<file path="src/rtl/hmac_pad_pkg.sv">
package hmac_pad_pkg;

    parameter int BLK_BYTES = 64;
    parameter int LEN_BYTES = 8;

    localparam int BLK_W    = 8 * BLK_BYTES;
    localparam int LEN_W64  = 8 * LEN_BYTES;
    localparam int IDX_W    = $clog2(BLK_BYTES);
    localparam int LEN_LANE = BLK_BYTES - LEN_BYTES;

    typedef enum logic [2:0] {
        ST_IDLE,
        ST_PASS,
        ST_FILL,
        ST_TAIL,
        ST_EXTRA
    } pad_state_e;

endpackage

</file>
<file path="src/rtl/hp_block_store.sv">
module hp_block_store
    import hmac_pad_pkg::*;
(
    input  logic             clk,
    input  logic             rst_n,
    input  logic             clr,
    input  logic             load_all,
    input  logic [BLK_W-1:0] load_data,
    input  logic             wr_en,
    input  logic [IDX_W-1:0] wr_idx,
    input  logic [7:0]       wr_byte,
    output logic [BLK_W-1:0] data_o
);

    for (genvar i = 0; i < BLK_BYTES; i++) begin : g_lane
        logic [7:0] lane_q;
        always_ff @(posedge clk) begin
            if (!rst_n || clr) begin
                lane_q <= 8'h00;
            end else if (load_all) begin
                lane_q <= load_data[8*(BLK_BYTES-1-i) +: 8];
            end else if (wr_en && (wr_idx == IDX_W'(i))) begin
                lane_q <= wr_byte;
            end
        end
        assign data_o[8*(BLK_BYTES-1-i) +: 8] = lane_q;
    end

endmodule

</file>
<file path="src/rtl/hp_len_calc.sv">
module hp_len_calc
    import hmac_pad_pkg::*;
#(
    parameter int LEN_W = 32
) (
    input  logic [LEN_W-1:0]   msg_len,
    output logic [LEN_W64-1:0] bit_len
);

    localparam int KEY_BITS = BLK_W;

    logic [LEN_W64-1:0] len_ext;

    assign len_ext = LEN_W64'(msg_len);
    assign bit_len = (len_ext << 3) + LEN_W64'(KEY_BITS);

endmodule

</file>
<file path="src/rtl/hp_block_image.sv">
module hp_block_image
    import hmac_pad_pkg::*;
(
    input  logic [BLK_W-1:0]   data_i,
    input  logic [IDX_W-1:0]   tail_i,
    input  logic [LEN_W64-1:0] bit_len_i,
    input  logic               extra_i,
    output logic               fits_o,
    output logic [BLK_W-1:0]   image_o
);

    assign fits_o = (int'(tail_i) < LEN_LANE);

    for (genvar i = 0; i < BLK_BYTES; i++) begin : g_lane
        logic [7:0] lane_v;
        if (i >= LEN_LANE) begin : g_len_lane
            always_comb begin
                lane_v = 8'h00;
                if (extra_i) begin
                    lane_v = bit_len_i[8*(BLK_BYTES-1-i) +: 8];
                end else if (i < int'(tail_i)) begin
                    lane_v = data_i[8*(BLK_BYTES-1-i) +: 8];
                end else if (i == int'(tail_i)) begin
                    lane_v = 8'h80;
                end else if (fits_o) begin
                    lane_v = bit_len_i[8*(BLK_BYTES-1-i) +: 8];
                end
            end
        end else begin : g_data_lane
            always_comb begin
                lane_v = 8'h00;
                if (!extra_i) begin
                    if (i < int'(tail_i)) begin
                        lane_v = data_i[8*(BLK_BYTES-1-i) +: 8];
                    end else if (i == int'(tail_i)) begin
                        lane_v = 8'h80;
                    end
                end
            end
        end
        assign image_o[8*(BLK_BYTES-1-i) +: 8] = lane_v;
    end

endmodule

</file>
<file path="src/rtl/hmac_tail_padder.sv">
module hmac_tail_padder
    import hmac_pad_pkg::*;
#(
    parameter int LEN_W = 32
) (
    input  logic             clk,
    input  logic             rst_n,
    input  logic             in_blk_valid,
    input  logic [BLK_W-1:0] in_blk_data,
    output logic             in_blk_ready,
    input  logic             start,
    input  logic [LEN_W-1:0] msg_len,
    input  logic             tail_valid,
    input  logic [7:0]       tail_byte,
    output logic             tail_ready,
    output logic             out_valid,
    input  logic             out_ready,
    output logic [BLK_W-1:0] out_block,
    output logic             out_final,
    output logic             done
);

    pad_state_e state_q, state_d;

    logic [LEN_W-1:0]   len_q;
    logic [IDX_W-1:0]   idx_q;
    logic               done_q;
    logic [IDX_W-1:0]   tail_cnt;
    logic [BLK_W-1:0]   store_q;
    logic [BLK_W-1:0]   image;
    logic [LEN_W64-1:0] bit_len;
    logic               fits;
    logic               start_acc;
    logic               pass_acc;
    logic               byte_acc;
    logic               fill_full;
    logic               out_acc;

    assign tail_cnt  = len_q[IDX_W-1:0];
    assign fill_full = (idx_q == tail_cnt);
    assign start_acc = (state_q == ST_IDLE) && start;
    assign pass_acc  = in_blk_valid && in_blk_ready;
    assign byte_acc  = tail_valid && tail_ready;
    assign out_acc   = out_valid && out_ready;

    hp_block_store u_store (
        .clk      (clk),
        .rst_n    (rst_n),
        .clr      (start_acc),
        .load_all (pass_acc),
        .load_data(in_blk_data),
        .wr_en    (byte_acc),
        .wr_idx   (idx_q),
        .wr_byte  (tail_byte),
        .data_o   (store_q)
    );

    hp_len_calc #(.LEN_W(LEN_W)) u_len (
        .msg_len(len_q),
        .bit_len(bit_len)
    );

    hp_block_image u_image (
        .data_i   (store_q),
        .tail_i   (tail_cnt),
        .bit_len_i(bit_len),
        .extra_i  (state_q == ST_EXTRA),
        .fits_o   (fits),
        .image_o  (image)
    );

    // state register
    always_ff @(posedge clk) begin
        if (!rst_n) begin
            state_q <= ST_IDLE;
        end else begin
            state_q <= state_d;
        end
    end

    // next state
    always_comb begin
        state_d = state_q;
        unique case (state_q)
            ST_IDLE: begin
                if (start) begin
                    state_d = ST_FILL;
                end else if (in_blk_valid) begin
                    state_d = ST_PASS;
                end
            end
            ST_PASS: begin
                if (out_ready) state_d = ST_IDLE;
            end
            ST_FILL: begin
                if (fill_full) state_d = ST_TAIL;
            end
            ST_TAIL: begin
                if (out_ready) state_d = fits ? ST_IDLE : ST_EXTRA;
            end
            ST_EXTRA: begin
                if (out_ready) state_d = ST_IDLE;
            end
            default: state_d = ST_IDLE;
        endcase
    end

    // outputs
    always_comb begin
        in_blk_ready = 1'b0;
        tail_ready   = 1'b0;
        out_valid    = 1'b0;
        out_final    = 1'b0;
        out_block    = image;
        unique case (state_q)
            ST_IDLE: begin
                in_blk_ready = !start;
            end
            ST_PASS: begin
                out_valid = 1'b1;
                out_block = store_q;
            end
            ST_FILL: begin
                tail_ready = !fill_full;
            end
            ST_TAIL: begin
                out_valid = 1'b1;
                out_final = fits;
            end
            ST_EXTRA: begin
                out_valid = 1'b1;
                out_final = 1'b1;
            end
            default: ;
        endcase
    end

    // datapath registers
    always_ff @(posedge clk) begin
        if (!rst_n) begin
            len_q  <= '0;
            idx_q  <= '0;
            done_q <= 1'b0;
        end else begin
            done_q <= out_acc && out_final;
            if (start_acc) begin
                len_q <= msg_len;
                idx_q <= '0;
            end else if (byte_acc) begin
                idx_q <= idx_q + 1'b1;
            end
        end
    end

    assign done = done_q;

endmodule

</file>
<file path="config.mk">
export PLATFORM = sky130hd
export DESIGN_NAME = hmac_tail_padder
export DESIGN_NICKNAME = d
export VERILOG_FILES = /design/src/rtl/hmac_pad_pkg.sv /design/src/rtl/hp_block_store.sv /design/src/rtl/hp_len_calc.sv /design/src/rtl/hp_block_image.sv /design/src/rtl/hmac_tail_padder.sv
export SDC_FILE = /design/constraint.sdc
export NUM_CORES = 2
export LEC_CHECK = 0
export BUFFER_PORTS_ARGS = -buffer_cell sky130_fd_sc_hd__buf_2
export CORE_AREA = 2 2 415 417
export CTS_CLUSTER_SIZE = 24
export DETAILED_ROUTE_END_ITERATION = 8
export DIE_AREA = 0 0 417 419
export PLACE_DENSITY_LB_ADDON = 0.3
export SLEW_MARGIN = 20
export SYNTH_ARGS = -nofsm -noshare
export SYNTH_HDL_FRONTEND = slang
export SYNTH_HIERARCHICAL = 1
export SYNTH_SLANG_ARGS = --single-unit
</file>
<file path="constraint.sdc">
create_clock -name clk -period 2.3 [get_ports clk]
set_input_delay 0.115 -clock clk [delete_from_list [all_inputs] [get_ports clk]]
set_output_delay 0.115 -clock clk [all_outputs]
set_load 0.05 [all_outputs]
</file>
---- After elaboration in Yosys (flattened, before gate mapping) ----
Cells that the tools add are included.
word-level totals
  register bits ........................... 554
  bits of input ports ..................... 558
cells by class
  add/subtract/negate cells ............... 2
  $lt $le $gt $ge ......................... 64
  equal/unequal tests ..................... 135
  multiplexer cells ....................... 336
  bitwise logic cells ..................... 1
  reductions and logical operators ........ 144
operators by type and width
  kind                    number
  $mux 8                  323
  $mux 512                1
  $eq 6x6->1 const A      32
  $eq 6x6->1 const B      32
  $lt 6x6->1 const A      31
  $reduce_bool 2->1       64
  $eq 5x6->1 const A      16
  $eq 6x5->1 const B      16
  $lt 5x6->1 const A      16
  $logic_and 1x1->1       69
  $eq 4x6->1 const A      8
  $eq 6x4->1 const B      8
  $lt 4x6->1 const A      8
  $add 35x10->36 const B  1
  $eq 3x6->1 const A      4
  $eq 6x3->1 const B      4
  $lt 3x6->1 const A      4
  $mux 3                  6
  $eq 2x6->1 const A      2
  $eq 6x2->1 const B      2
  $logic_not 6->1         2
  $lt 1x6->1 const A      2
  $lt 2x6->1 const A      2
  $pmux 3 s4              1
  21 further kinds        28

---- Depth between registers and ports, before layout ----
  depth in word-level cells ............... 7
  gate-level depth with buffers ........... 11

---- Hierarchy ----
The synthesis kept the hierarchy.
modules (own cells, without submodules)
  module            times used  cells each  area each (sq um)
  hp_block_store    1           2502        23910.4
  hmac_tail_padder  1           785         8016.4
  hp_block_image    1           786         4839.6
  hp_len_calc       1           109         787.0

---- Worst setup path after synthesis ----
OpenSTA, ideal clock, no wires.
  kind .................................... reg2reg
  start ................................... reg state_q[1]
  end ..................................... reg u_store.g_lane[49].lane_q[1]
  setup time .............................. 0.146 ns
  arrival time ............................ 3.282 ns
  setup slack ............................. -1.128 ns
  stages on the path, launching flop included .. 9
  path buffers ............................ 4
  clock period less this slack ............ 3.428 ns
  path through ............................ dfxtp_1 buf_6 nor4_1 and2_1 buf_4 buf_4 clkbuf_1 a21o_2 a211oi_2
between the ends
  elaborated cells between the ends (all ways) .. 11
RTL lines
  element                                             line                     RTL
  from (decl)                                         hmac_tail_padder.sv:23   pad_state_e state_q, state_d;
  from (signal assigned)                              hmac_tail_padder.sv:77   state_q <= state_d;
  $logic_not 3->1 *                                   hmac_tail_padder.sv:115  unique case (state_q)
  $mux 1 *                                            hmac_tail_padder.sv:115
  via in_blk_ready                                    hmac_tail_padder.sv:10   output logic in_blk_ready,
  $logic_and 1x1->1 *                                 hmac_tail_padder.sv:42   assign pass_acc = in_blk_valid && in_blk_ready;
  via pass_acc                                        hmac_tail_padder.sv:34   logic pass_acc;
  $mux 8 / $reduce_bool 2->1 (equally long branches)  --
  to (signal assigned)                                hp_block_store.sv:21     lane_q <= load_data[8*(BLK_BYTES-1-i) +: 8];
  to (signal assigned)                                hp_block_store.sv:23     lane_q <= wr_byte;
  to (decl)                                           hp_block_store.sv:16     logic [7:0] lane_q;
Mark *: on every way through the listed nets, which the timed path passes. The rest lies on a longest branch.
A chain may end at the register's enable or synchronous reset.

---- Worst setup path in the final report ----
  start ................................... reg len_q[7]
  end ..................................... out out_block[34]
between the ends
  word-level cells in the longest chain between the ends .. 6
RTL lines
  element                 line                     RTL
  from (decl)             hmac_tail_padder.sv:25   logic [LEN_W-1:0] len_q;
  from (signal assigned)  hmac_tail_padder.sv:147  len_q <= msg_len;
  $add 35x10->36 *        hp_len_calc.sv:15        assign bit_len = (len_ext << 3) + LEN_W64'(KEY_BITS);
  via bit_len[34]         hmac_tail_padder.sv:31   logic [LEN_W64-1:0] bit_len;
  $mux 4                  hp_block_image.sv:25     end else if (fits_o) begin
  $mux 8                  hp_block_image.sv:23     end else if (i == int'(tail_i)) begin
  $mux 8                  hp_block_image.sv:21     end else if (i < int'(tail_i)) begin
  $mux 8 *                hp_block_image.sv:19     if (extra_i) begin
  via image[34]           hmac_tail_padder.sv:30   logic [BLK_W-1:0] image;
  $mux 512 *              hmac_tail_padder.sv:115
  to (decl)               hmac_tail_padder.sv:18   output logic [BLK_W-1:0] out_block,
Marks and branches as above.

==> reports/qor.csv <==
metric,value,unit
root buffer cell,sky130_fd_sc_hd__clkbuf_16,
cells on worst reg2reg path,11,
top-area cell type share of the netlist area,0.2953,
via count of the first global-routing pass,45099,
cell repeated most along the worst path,sky130_fd_sc_hd__buf_6,
crit share post-route,1.247,
number of clock buffers inserted by TritonCTS,77,
crit path DAT,2.75,ns
"commonest non-fill, non-tap cells in the layout","875 x sky130_fd_sc_hd__a211oi_1, 694 x sky130_fd_sc_hd__buf_2, 551 x sky130_fd_sc_hd__dlygate4sd3_1",
final setup vio count,1023,
crit path kind,register to output pin,
number of synthesized register bits,554,
end of the worst register-to-register path,u_store/g_lane[14].lane_q[0]$_SDFFE_PP0P_,
count of routing violations after the opening detailed-route iteration,4101,
Die X-Extent,417,um
Worst EP required,2.18,ns
Worst Path Max Fanout,5,
TritonCTS clock tree,done,
startpoint types,register,
actual slew at the worst max-slew pin,0.9689,ns
total vias in the final route,45405,
critical hold path startpoint,tail_byte[7],
first-pass iteration count of the detailed router,5,
Post-synth ARST share,0,
DRC violations left,0,
remaining antenna violation count,0,
max-slew violation count,0,
floorplan core area,170600,sq um
global-route wire length before repair,327900,um
H-tree depth reported by CTS,3,
Post-Synthesis Cells,4182,
overall global routing resource usage,0.2556,
number of buffer cells added on primary ports,1074,
"commonest non-fill, non-tap cell in the layout",sky130_fd_sc_hd__a211oi_1,
cell at the slowest stage of the critical path,sky130_fd_sc_hd__dfxtp_2,
final weighted congestion in routability-driven placement,0.9340,
setup repair after global routing missed its margin,true,
delay of the slowest cell on the worst path,0.35,ns
number of enable flip-flop cells after synthesis,0,
netlist area before placement,37550,sq um
Hold EP,u_store/g_lane[62].lane_q[7]$_SDFFE_PP0P_,
sum of negative setup slack,-281.47,ns
pre-CTS setup slack,-0.3422,ns
Switching Power,13.23,mW
placed wire-length estimate after detailed placement,170800,um
total leakage power,27.45,nW
Layout Skew,0.03979,ns
global route total overflow,0,
number of fillers in the final layout,16491,
proportion of power drawn by flip-flops and latches,0.292,
switch share,0.3568,
Logic pwr share,0.368,
count of distinct cell types in the synthesized netlist,84,
initial antenna violation count,31,
failing checks,setup timing,
Most used DFF post-synth,sky130_fd_sc_hd__dfxtp_1,
post-synth top area cell,sky130_fd_sc_hd__dfxtp_1,
Power Density,549.7,nW/um^2
wire per inst,28.48,um
# Max-Cap Violations,0,
source of the worst register-to-register timing path,state_q[2]$_SDFFE_PN0P_,
Register-to-Register Setup Slack,-0.34,ns
total I/O pin count,1075,
clock transition at the registers of the reported paths,0.06,ns
starting density of the core,0.2201,
internal power,23.85,mW
FMAX,0.3487,GHz
clock latency on the worst-skew pair,0.70,ns
total die area,174700,sq um
clock network fraction of design power,0.339,
standard-cell rows,152,
dominant cells by area after synthesis,"sky130_fd_sc_hd__dfxtp_1 30%, sky130_fd_sc_hd__a211oi_1 18%, sky130_fd_sc_hd__mux2_2 15%",
Bufs on Longest Clock Path,3,
Max-Slew Margin vs Limit,0.3527,
sequential share of the synthesized area,0.2953,
syn avg cell area,8.980,sq um
total clock sinks,554,
signed area change from the synthesized netlist to the final layout,79.60,%
post-layout utilization of the core,0.3954,
pin count of the biggest net entering global routing,52,
vertical die dimension,419,um
Worst Hold Path Cells,5,
slack of the critical path,-0.5675,ns
Yosys warnings,6,
post-detailed-route via-to-cell ratio,5.320,
Max IR drop VDD,472.4,uV
fin nets,6775,
status,"complete, but fails checks",
share of cells above drive strength 1,0.4706,
Design Power,37.08,mW
post-route minimum period,2.867,ns
worst min-delay path category,primary input to register,
routed wire length,243100,um
cell-by-cell listing of the critical path,buf_6 > nand4_1 > buf_6 > nor4_4 > buf_6 > buf_6 > nand3_4 > xnor2_4 > a22o_1 > mux2_4 > buf_8,
kind of end point of the critical path,output pin,
count of endpoints failing hold in the final timing report,0,
per-layer routing:
metal,track usage,up-vias,share of wire
met5,0,-,0.000049
met4,0.1471,2,0.067
met3,0.04536,709,0.066
met2,0.4275,2388,0.48
met1,0.3073,22256,0.39
li1,-,20050,-
worst max-delay path, delay by kind of cell (launching register included):
family / cells / cell delay [ns]
buffers and inverters: 5 / 0.69
and+or+nand+nor: 3 / 0.36
DFF: 1 / 0.35
muxes: 1 / 0.29
AOI/OAI and AO/OA: 1 / 0.21
xor gates and xnor gates: 1 / 0.17
power by group through the flow:
stage          sequential [mW]  clock [mW]  combinational, mW
6_report                  10.8        12.6               13.6
4_1_cts                   10.8        12.8               12.5
5_1_grt                   10.9        13.2               14.2
2_1_floorplan             10.8           0               5.86
3_5_place_dp              11.0           0               10.3
3_3_place_gp              11.0           0               10.2
cells in the mapped netlist, drive strengths merged (12+ instances only):
cell and n:
nand2 125, and2 384, and3 25, nand2b 14, nor2b 16, nand3 24
buf 320, o21ai 22, a21o 67, xnor2 18, nand4 12, a211oi 1036
dfxtp 554, a21oi 563, nor2 56, a22o 48, mux2 512, nor3 14
clkbuf 201, a21boi 33, xor2 12
repair_timing:
| action | 4_1_cts | 5_1_grt |
|---|---|---|
| resized for setup | 732 | 945 |
| gates cloned | 33 | 24 |
| hold buffers | 551 | 0 |
| setup buffers | 96 | 86 |
| pin swaps | 46 | 110 |
| endpoints found under the hold margin | 553 | 0 |
| endpoints found under the setup margin | 1012 | 1028 |
worst max path at each step:
stage                       startpoint                                  endpoint  cells after the start
6_report         len_q[7]$_SDFFE_PN0P_                             out_block[34]                     11
5_1_grt          len_q[7]$_SDFFE_PN0P_                             out_block[34]                     11
4_1_cts          len_q[7]$_SDFFE_PN0P_                             out_block[23]                     10
3_5_place_dp   state_q[0]$_SDFFE_PN0P_                            out_block[166]                      9
3_3_place_gp     len_q[3]$_SDFFE_PN0P_                            out_block[440]                      6
2_1_floorplan  state_q[0]$_SDFFE_PN0P_  u_store/g_lane[1].lane_q[0]$_SDFFE_PP0P_                      7
through the flow:
stage / cells / hold slack (ns) / instance area [sq um]
2_1_floorplan: 4212 / 0.2498 / 37790
3_3_place_gp: 7599 / 0.3617 / 50680
3_5_place_dp: 7603 / 0.3638 / 50740
4_1_cts: 8420 / 0.01805 / 63410
5_1_grt: 8525 / 0.06256 / 67420
6_report: 8534 / 0.09730 / 67450
cells by family after synthesis:
kind of cell | Yosys count | share of synthesized area
other cells | 1 | 0.00009986
mux | 520 | 0.1557
fa+ha+maj | 2 | 0.0006662
flops | 554 | 0.2953
buf+inv | 532 | 0.07680
simple gates | 726 | 0.1162
compound gates | 1817 | 0.3483
xor+xnor | 30 | 0.006997
flip-flops by register name (all words and copies together) (netlist names):
name	flops
u_store/g_lane.lane_q	512
idx_q	6
state_q	3
done	1
len_q	32
final cells by class:
cell class                      instances  area (sq um)  share of cell area
Antenna cell                           26         65.06           0.0009647
Multi-Input combinational cell       3128         25980              0.3853
Inverter                               11         46.29           0.0006864
Clock buffer                          116          2246             0.03330
Timing Repair Buffer                 2443         24860              0.3686
Tap cell                             2233          2794             0.04142
Clock inverter                         23         311.5            0.004619
Sequential cell                       554         11140              0.1652
Power figures use the tool's default switching activity.
